[config.mk]
export PLATFORM = sky130hd
export DESIGN_NAME = ext_irq_front
export DESIGN_NICKNAME = d
export VERILOG_FILES = /design/src/rtl/ext_irq_pkg.sv /design/src/rtl/irq_sync2.sv /design/src/rtl/nmi_edge_ctrl.sv /design/src/rtl/irq_pin_group.sv /design/src/rtl/ext_irq_front.sv
export SDC_FILE = /design/constraint.sdc
export NUM_CORES = 1
export LEC_CHECK = 0
export BUFFER_PORTS_ARGS = -buffer_cell sky130_fd_sc_hd__buf_2
export CAP_MARGIN = 20
export CORE_ASPECT_RATIO = 0.9
export CORE_MARGIN = 2
export CORE_UTILIZATION = 38
export CTS_CLUSTER_SIZE = 8
export DETAILED_ROUTE_END_ITERATION = 7
export PLACE_DENSITY = 0.79
export SYNTH_ARGS = -nofsm -noshare
export SYNTH_HDL_FRONTEND = slang
export SYNTH_SLANG_ARGS = --single-unit
[constraint.sdc]
create_clock -name clk -period 1.45 [get_ports clk]
set_clock_uncertainty 0.2 [all_clocks]
set_input_delay 0 -clock clk [delete_from_list [all_inputs] [get_ports clk]]
set_output_delay 0 -clock clk [all_outputs]
set_load 0.02 [all_outputs]
[src/rtl/ext_irq_pkg.sv]
// Package: shared bit positions and sizes for the external interrupt front end.
// Assumes a 32-bit control word; only the four mode bits below are implemented.
package ext_irq_pkg;
    localparam int CFG_W          = 32;
    localparam int NMI_NOHOLD_BIT = 25;
    localparam int NMI_RISE_BIT   = 24;
    localparam int GRP0_MODE_BIT  = 23;  // group g uses GRP0_MODE_BIT - g
    localparam int GRP_W          = 4;
    localparam int NUM_GRP        = 2;
    localparam int PIN_W          = GRP_W * NUM_GRP;
    localparam logic [CFG_W-1:0] CFG_MASK =
        (CFG_W'(1) << NMI_NOHOLD_BIT) | (CFG_W'(1) << NMI_RISE_BIT) |
        (CFG_W'(1) << GRP0_MODE_BIT)  | (CFG_W'(1) << (GRP0_MODE_BIT - 1));
endpackage

[src/rtl/irq_sync2.sv]
// Module: two-flop synchronizer for a vector of asynchronous pins.
// Assumes each bit is independent; no bus coherency is implied.
module irq_sync2 #(
    parameter int W = 1,
    parameter logic [W-1:0] RST_VAL = '1
) (
    input  logic         clk,
    input  logic         rst_n,
    input  logic [W-1:0] d_i,
    output logic [W-1:0] q_o
);
    logic [W-1:0] meta_q;

    // Two register stages that bring the pins into the clock domain.
    always_ff @(posedge clk) begin
        if (!rst_n) begin
            meta_q <= RST_VAL;
            q_o    <= RST_VAL;
        end else begin
            meta_q <= d_i;
            q_o    <= meta_q;
        end
    end
endmodule

[src/rtl/nmi_edge_ctrl.sv]
// Module: NMI edge detection, pending hold and delivery.
// Assumes pin_s is already synchronized. A detected edge is delivered on the
// next clock when allowed; otherwise it waits in a single pending flag that
// absorbs later edges.
module nmi_edge_ctrl (
    input  logic clk,
    input  logic rst_n,
    input  logic pin_s,
    input  logic rise_i,
    input  logic nohold_i,
    input  logic blk_i,
    input  logic pol_wr_i,
    output logic take_o,
    output logic overrun_o
);
    logic prev_q;
    logic pend_q;
    logic edge_hit;
    logic req;
    logic fire;

    // Edge in the selected direction, masked in the cycle the polarity changes.
    always_comb begin
        edge_hit = rise_i ? (pin_s & ~prev_q) : (~pin_s & prev_q);
        if (pol_wr_i) edge_hit = 1'b0;
        req  = pend_q | edge_hit;
        fire = req & (~blk_i | nohold_i);
    end

    // Previous-sample register, pending flag and output strobes.
    always_ff @(posedge clk) begin
        if (!rst_n) begin
            prev_q    <= 1'b1;
            pend_q    <= 1'b0;
            take_o    <= 1'b0;
            overrun_o <= 1'b0;
        end else begin
            prev_q    <= pin_s;
            pend_q    <= req & ~fire;
            take_o    <= fire;
            overrun_o <= fire & blk_i;
        end
    end

    a_r12_take_pulse: assert property (@(posedge clk) disable iff (!rst_n)
        take_o |=> !take_o);
    a_r5_overrun_with_take: assert property (@(posedge clk) disable iff (!rst_n)
        overrun_o |-> take_o);
    a_r4_no_take_while_held: assert property (@(posedge clk) disable iff (!rst_n)
        take_o |-> $past(!blk_i || nohold_i));
endmodule

[src/rtl/irq_pin_group.sv]
// Module: one group of active-low interrupt pins, encoded or independent.
// Assumes synchronized inputs; the outputs follow the pins without a register.
module irq_pin_group #(
    parameter int W = 4
) (
    input  logic         clk,
    input  logic         rst_n,
    input  logic [W-1:0] pins_s,
    input  logic         indep_i,
    output logic [W-1:0] level_o,
    output logic [W-1:0] req_o
);
    // Route the inverted pins to the output that the mode selects.
    always_comb begin
        level_o = indep_i ? '0 : ~pins_s;
        req_o   = indep_i ? ~pins_s : '0;
    end

    a_r7_mode_exclusive: assert property (@(posedge clk) disable iff (!rst_n)
        !((|level_o) && (|req_o)));
endmodule

[src/rtl/ext_irq_front.sv]
// Module: top of the external interrupt front end. It holds the control
// register, synchronizes all pins and instantiates the NMI path and one
// conditioner per pin group. Assumes a single clock and whole-word writes.
module ext_irq_front
    import ext_irq_pkg::*;
(
    input  logic             clk,
    input  logic             rst_n,
    input  logic             cfg_we,
    input  logic [CFG_W-1:0] cfg_wdata,
    output logic [CFG_W-1:0] cfg_rdata,
    input  logic             nmi_pin,
    input  logic [PIN_W-1:0] irq_pin,
    input  logic             cpu_block,
    output logic             nmi_take,
    output logic             nmi_overrun,
    output logic [PIN_W-1:0] grp_level,
    output logic [PIN_W-1:0] grp_req
);
    logic [CFG_W-1:0] cfg_q;
    logic             nmi_s;
    logic [PIN_W-1:0] irq_s;
    logic             pol_wr;

    // Control register: only the implemented bits are stored.
    always_ff @(posedge clk) begin
        if (!rst_n) cfg_q <= '0;
        else if (cfg_we) cfg_q <= cfg_wdata & CFG_MASK;
    end

    // Read port and detection of a write that flips the NMI polarity.
    always_comb begin
        cfg_rdata = cfg_q;
        pol_wr    = cfg_we & (cfg_wdata[NMI_RISE_BIT] != cfg_q[NMI_RISE_BIT]);
    end

    irq_sync2 #(.W(1), .RST_VAL(1'b1)) u_nmi_sync (
        .clk(clk), .rst_n(rst_n), .d_i(nmi_pin), .q_o(nmi_s));

    irq_sync2 #(.W(PIN_W), .RST_VAL('1)) u_irq_sync (
        .clk(clk), .rst_n(rst_n), .d_i(irq_pin), .q_o(irq_s));

    nmi_edge_ctrl u_nmi (
        .clk(clk), .rst_n(rst_n), .pin_s(nmi_s),
        .rise_i(cfg_q[NMI_RISE_BIT]), .nohold_i(cfg_q[NMI_NOHOLD_BIT]),
        .blk_i(cpu_block), .pol_wr_i(pol_wr),
        .take_o(nmi_take), .overrun_o(nmi_overrun));

    for (genvar g = 0; g < NUM_GRP; g++) begin : g_grp
        irq_pin_group #(.W(GRP_W)) u_grp (
            .clk(clk), .rst_n(rst_n),
            .pins_s(irq_s[g*GRP_W +: GRP_W]),
            .indep_i(cfg_q[GRP0_MODE_BIT - g]),
            .level_o(grp_level[g*GRP_W +: GRP_W]),
            .req_o(grp_req[g*GRP_W +: GRP_W]));
    end

    a_r10_unused_bits_zero: assert property (@(posedge clk) disable iff (!rst_n)
        (cfg_rdata & ~CFG_MASK) == '0);
endmodule

==> impl_metrics.toml, run 1 <==
[status]
status = "finished, final reports clean"

[clock_tree]
clock_latency_ps = 320
clkSinkCount = 26
cts_tree = "built"
clockBufferDepth = 2
clk_pin_slew_ps = 130
cts-buffers-inserted = 3
cts-root-buf = "clkbuf_4"
h-tree-depth = 1

[global_route]
grt_pass1_wl_um = 3160
antenna_found_initial = 0
grt_usage = 0.112
grt_pass1_vias = 776
grt_overflow = 0
grt_max_degree = 17

[final_layout]
n_fill_cell = 268
n_antenna_cell = 0
layout-area-overhead-vs-synth_pct = 34.6
fin_cells = 219
drive_above_1_share = 0.263
final_nets = 225

[sta]
period_minus_slack_ps = 1400
slew_headroom = 0.657
slew_violations = 0
finalHoldViolations = 0
fmax_mhz = 716
setup-violations-final = 0
tns_ps = 0
min_period_over_period = 0.964
max_slew.worst_pin.slew_ps = 515
rsz0062_at_grt = "no"

[drt]
drt-met1-wl_um = 740
wl_per_cell_um = 9.16
via_count = 865
top_layer = "met3"
dr_wl_met2_um = 1080
routed_wl_um = 2010
drcViolationCount = 0
drtIter0Drc = 2
ant_nets = 0
drt_pass1_iterations = 4
vias_per_cell = 3.95
wl_met3_um = 183

[floorplan]
die-area_sq_um = 3500
rows = 18
start_util = 0.410
coreArea_sq_um = 2820
io_pins = 95
die-width_um = 62.1
dieHeight_um = 56.3

[place]
gp_congestion = 0.730
port_buffers = 38
dpl.cell_count = 188
dp_hpwl_um = 1220

[hold_path]
hold_class = "reg2reg"

[logic_synthesis]
synth_area_per_cell_sq_um = 9.62
yosys_warnings = 0
yosysUniqueCellTypes = 20
seq_area_frac_synth = 0.451
synth.largest_area_cell = "dfxtp_1"
yosysTopAreaCellShare = 0.451
syn_inst = 120
synth.area.top_cells = "dfxtp_1, buf_4, nand2b_1, nor2b_1, mux2i_1"
synth-seq-cells = 26
syn_area_sq_um = 1150

[power]
power.density_nw_per_um2 = 963
peakVddDrop_uv = 598
leakagePower_nw = 0.759

[critical_path]
cp.arrival_ps = 1410
crit_fanout = 1
cp-end-kind = "flip-flop"
critPathLaunchType = "input port"
crit_required_ps = 1470
critPathKind = "in2reg"

[job]
drv_cap = 0
-- logic make-up (layout without fill, tap and decap cells) --
group / after synthesis / in the layout / synth area share
and+or+nand+nor: 45 / 45 / 0.242
buffers and inverters: 39 / 71 / 0.242
DFF: 26 / 26 / 0.451
AOI/OAI and AO/OA: 5 / 5 / 0.0282
muxes: 4 / 4 / 0.0347
other: 1 / 28 / 0.00325
-- final timing paths --
| kind | from | end | slack, ps | cells after the start |
|---|---|---|---|---|
| worst min-delay path | u_irq_sync.meta_q[5] | u_irq_sync.q_o[5] | 220 | 1 |
| worst min register to register | u_irq_sync.meta_q[5] | u_irq_sync.q_o[5] | 220 | 1 |
| worst max-delay path | irq_pin[5] | u_irq_sync.meta_q[5] | 50 | 4 |
| worst max register to register | cfg_rdata[25] | u_nmi.overrun_o | 90 | 3 |
-- synth_stat cells, drive strengths merged --
| master | count |
|---|---|
| nor2 | 8 |
| buf | 34 |
| clkbuf | 3 |
| a21oi | 3 |
| and3b | 1 |
| or2b | 5 |
| inv | 2 |
| nand2b | 14 |
| o21ai | 1 |
| conb | 1 |
| nor3b | 1 |
| mux2i | 4 |
| nand3 | 1 |
| o211ai | 1 |
| nor2b | 12 |
| dfxtp | 26 |
| nand3b | 3 |
-- what timing repair did --
action	CTS	global route
setup buffers	0	0
resized for setup	0	4
endpoints found under the hold margin	26	1
hold buffers	27	1
endpoints found under the setup margin	0	9
-- layout make-up --
type                       count  area (sq um)  area share
multi-input combinational     82           457       0.294
inverter                       2          7.51     0.00483
sequential                    26           524       0.337
clock inverter                 1          30.0      0.0193
timing repair buffer          65           463       0.298
tap                           40          50.0      0.0322
clock buffer                   3          22.5      0.0145
-- registers in the layout (all words and copies together) (netlist names) --
register and count:
u_nmi.pend_q 1, u_nmi.overrun_o 1, u_irq_sync.q_o 8, cfg_rdata 4, u_nmi.prev_q 1, u_nmi_sync.q_o 1
u_nmi.take_o 1, u_irq_sync.meta_q 8, u_nmi_sync.meta_q 1
-- cell usage in the layout, fill, tap and decap left out --
cell	Yosys	routed
buf_2	1	38
conb_1	1	28
dlygate4sd3_1	0	26
dfxtp_1	26	23
nand2b_1	14	14
nor2b_1	12	12
nor2_1	8	8
or2b_1	5	5
mux2i_1	4	4
nand3b_1	3	3
a21oi_1	3	3
dfxtp_2	0	3
clkbuf_4	1	3
inv_1	2	2
nor3b_2	1	1
and3b_1	1	1
o211ai_2	1	1
nand3_1	1	1
o21ai_0	1	1
bufinv_16	0	1
dlymetal6s4s_1	0	1
-- critical path, stage by stage --
cell           delay, ps
dlygate4sd3_1        540
buf_2                120
or2b_1               210
dlygate4sd3_1        540
-- metrics by stage --
step | utilization | worst slack (ps) | hold slack, ps | total power (W) | instance area, sq um
after floorplan | - | 362 | -127 | 0.000991 | 1260
after global placement | 0.435 | 316 | -20.6 | 0.000966 | 1220
after detailed placement | 0.435 | 294 | -15.8 | 0.000969 | 1220
after CTS | 0.550 | 38.7 | 223 | 0.00151 | 1550
after global routing | 0.552 | 24.4 | 240 | 0.00156 | 1550
final | 0.552 | 52.4 | 220 | 0.00150 | 1550
-- report_power, final --
| group | leakage (nW) | total [W] | internal, W | switching (W) |
|---|---|---|---|---|
| sequential | 0.216 | 0.000767 | 0.000747 | 0.0000194 |
| combinational | 0.515 | 0.000246 | 0.000107 | 0.000139 |
| clock | 0.0279 | 0.000485 | 0.000279 | 0.000205 |
-- layer usage --
| metal | GRT usage | up-vias |
|---|---|---|
| met5 | 0 | - |
| met2 | 0.228 | 48 |
| li1 | - | 429 |
| met1 | 0.109 | 388 |
| met3 | 0.0421 | 0 |
| met4 | 0.0190 | 0 |
Note: power is estimated with default switching activity, not from simulation.
==> run 2: changes to the inputs <==
clock period = 1.55 ns   (was 1.45 ns; I/O delays follow)
==> impl_metrics.toml, run 2 (synthesis gave the netlist of run 1 again) <==
[place]
dpl-instance-area_sq_um = 1220
pre_cts_ws_ps = 394
gp_congestion = 0.730
dp_hpwl_um = 1220
port_buffers = 38

[hold_path]
hp-start = "u_irq_sync.meta_q[5]"
holdPathEnd = "u_irq_sync.q_o[5]"
hold_depth = 1
hold_class = "reg2reg"

[sta]
worst_slack_ps = 18.3
tns_ps = 0
finalHoldViolations = 0
rsz0062_at_grt = "yes"
period_minus_slack_ps = 1530
min_period_over_period = 0.988
setup-violations-final = 0
fmax_mhz = 653
slew_violations = 0

[final_layout]
layout_common_cells = "buf_2, dlygate4sd3_1, conb_1"
ff_latch_area_sq_um = 523
drive_above_1_share = 0.254
n_fill_cell = 266
multi_input_area_sq_um = 457
n_antenna_cell = 0
final_common_cell = "buf_2"
final_nets = 227
layout-area-overhead-vs-synth_pct = 36.5
fin_area_sq_um = 1580

[clock_tree]
clockBufferDepth = 2
cts_setup_buffers = 0
cts-root-buf = "clkbuf_4"
clock_latency_ps = 320
h-tree-depth = 1
clk_pin_slew_ps = 130
cts_tree = "built"
cts-buffers-inserted = 3
clkSinkCount = 26

[power]
internal_power_w = 0.00107
power_frac_seq = 0.508
pwr-share-clk = 0.323
switching_share = 0.245
combinationalPowerShare = 0.169
peakVddDrop_uv = 563
leakagePower_nw = 0.760
p_switching_w = 0.000346
power.density_nw_per_um2 = 896

[critical_path]
r2r_start = "cfg_rdata[24]"
cp.arrival_ps = 1540
crit_required_ps = 1560
rr_worst_depth = 3
critPathKind = "in2reg"
r2r_setup_slack_ps = 80
crit_fanout = 6
cp-end-kind = "flip-flop"
r2r-end = "cfg_rdata[24]"
critPathLaunchType = "input port"

[global_route]
grt_max_degree = 16
grt_overflow = 0
grt_usage = 0.117
antenna_found_initial = 0
grt_pass1_vias = 765
grt_pass1_wl_um = 3260

[drt]
drt_pass1_iterations = 4
drtIter0Drc = 13
ant_nets = 0
drcViolationCount = 0
via_count = 877
routed_wl_um = 2080
vias_per_cell = 3.97
wl_per_cell_um = 9.40

[floorplan]
io_pins = 95
dieHeight_um = 56.3
rows = 18
start_util = 0.410
coreArea_sq_um = 2820
die-area_sq_um = 3500
die-width_um = 62.1

[status]
status = "finished, final reports clean"

[job]
drv_cap = 0
run 2: cell type report:
type | instances | area share
Multi-Input combinational cell | 82 | 0.290
Timing Repair Buffer | 67 | 0.309
Inverter | 2 | 0.00476
Clock inverter | 1 | 0.0190
Clock buffer | 3 | 0.0143
Sequential cell | 26 | 0.332
Tap cell | 40 | 0.0317
run 2: power groups by stage:
stage | clock network, W | registers [W] | logic (W)
floorplan | 0 | 0.000724 | 0.000203
global placement | 0 | 0.000731 | 0.000173
detailed placement | 0 | 0.000732 | 0.000175
CTS | 0.000466 | 0.000717 | 0.000232
global route | 0.000489 | 0.000723 | 0.000257
finish | 0.000457 | 0.000717 | 0.000238
run 2: worst max path at each step:
stage                   from  cells after the start            end
6_report              cfg_we                      5  cfg_rdata[24]
3_3_place_gp   cfg_rdata[24]                      3   u_nmi.pend_q
5_1_grt               cfg_we                      5  cfg_rdata[24]
2_1_floorplan  cfg_rdata[23]                      2     grp_req[0]
4_1_cts        cfg_rdata[22]                      3  cfg_rdata[22]
3_5_place_dp   cfg_rdata[24]                      3   u_nmi.pend_q
run 2: repair_timing:
item | CTS | global route
endpoints found under the setup margin | 0 | 3
hold endpoints to repair | 26 | 0
hold buffers | 29 | 0
gates resized for setup | 0 | 5
run 2: routing by layer:
metal	vias up	part of all wire	global-route usage	wire length (um)
met5	-	0	0	0
met4	0	0	0.0190	0
met3	0	0.090	0.0421	187
met2	48	0.54	0.230	1120
met1	399	0.37	0.120	770
li1	430	-	-	-
run 2: critical path: stages:
cell and delay (ps):
dlygate4sd3_1 550, buf_6 140, mux2i_1 220, nor2b_1 80, dlygate4sd3_1 570
run 2: through the flow:
step | total power (W) | utilization | hold WS, ps | instances
final | 0.00141 | 0.560 | 221 | 221
after detailed placement | 0.000907 | 0.435 | -15.8 | 188
after floorplan | 0.000927 | - | -127 | 147
after global routing | 0.00147 | 0.560 | 240 | 221
after CTS | 0.00141 | 0.557 | 223 | 221
after global placement | 0.000904 | 0.435 | -20.6 | 188
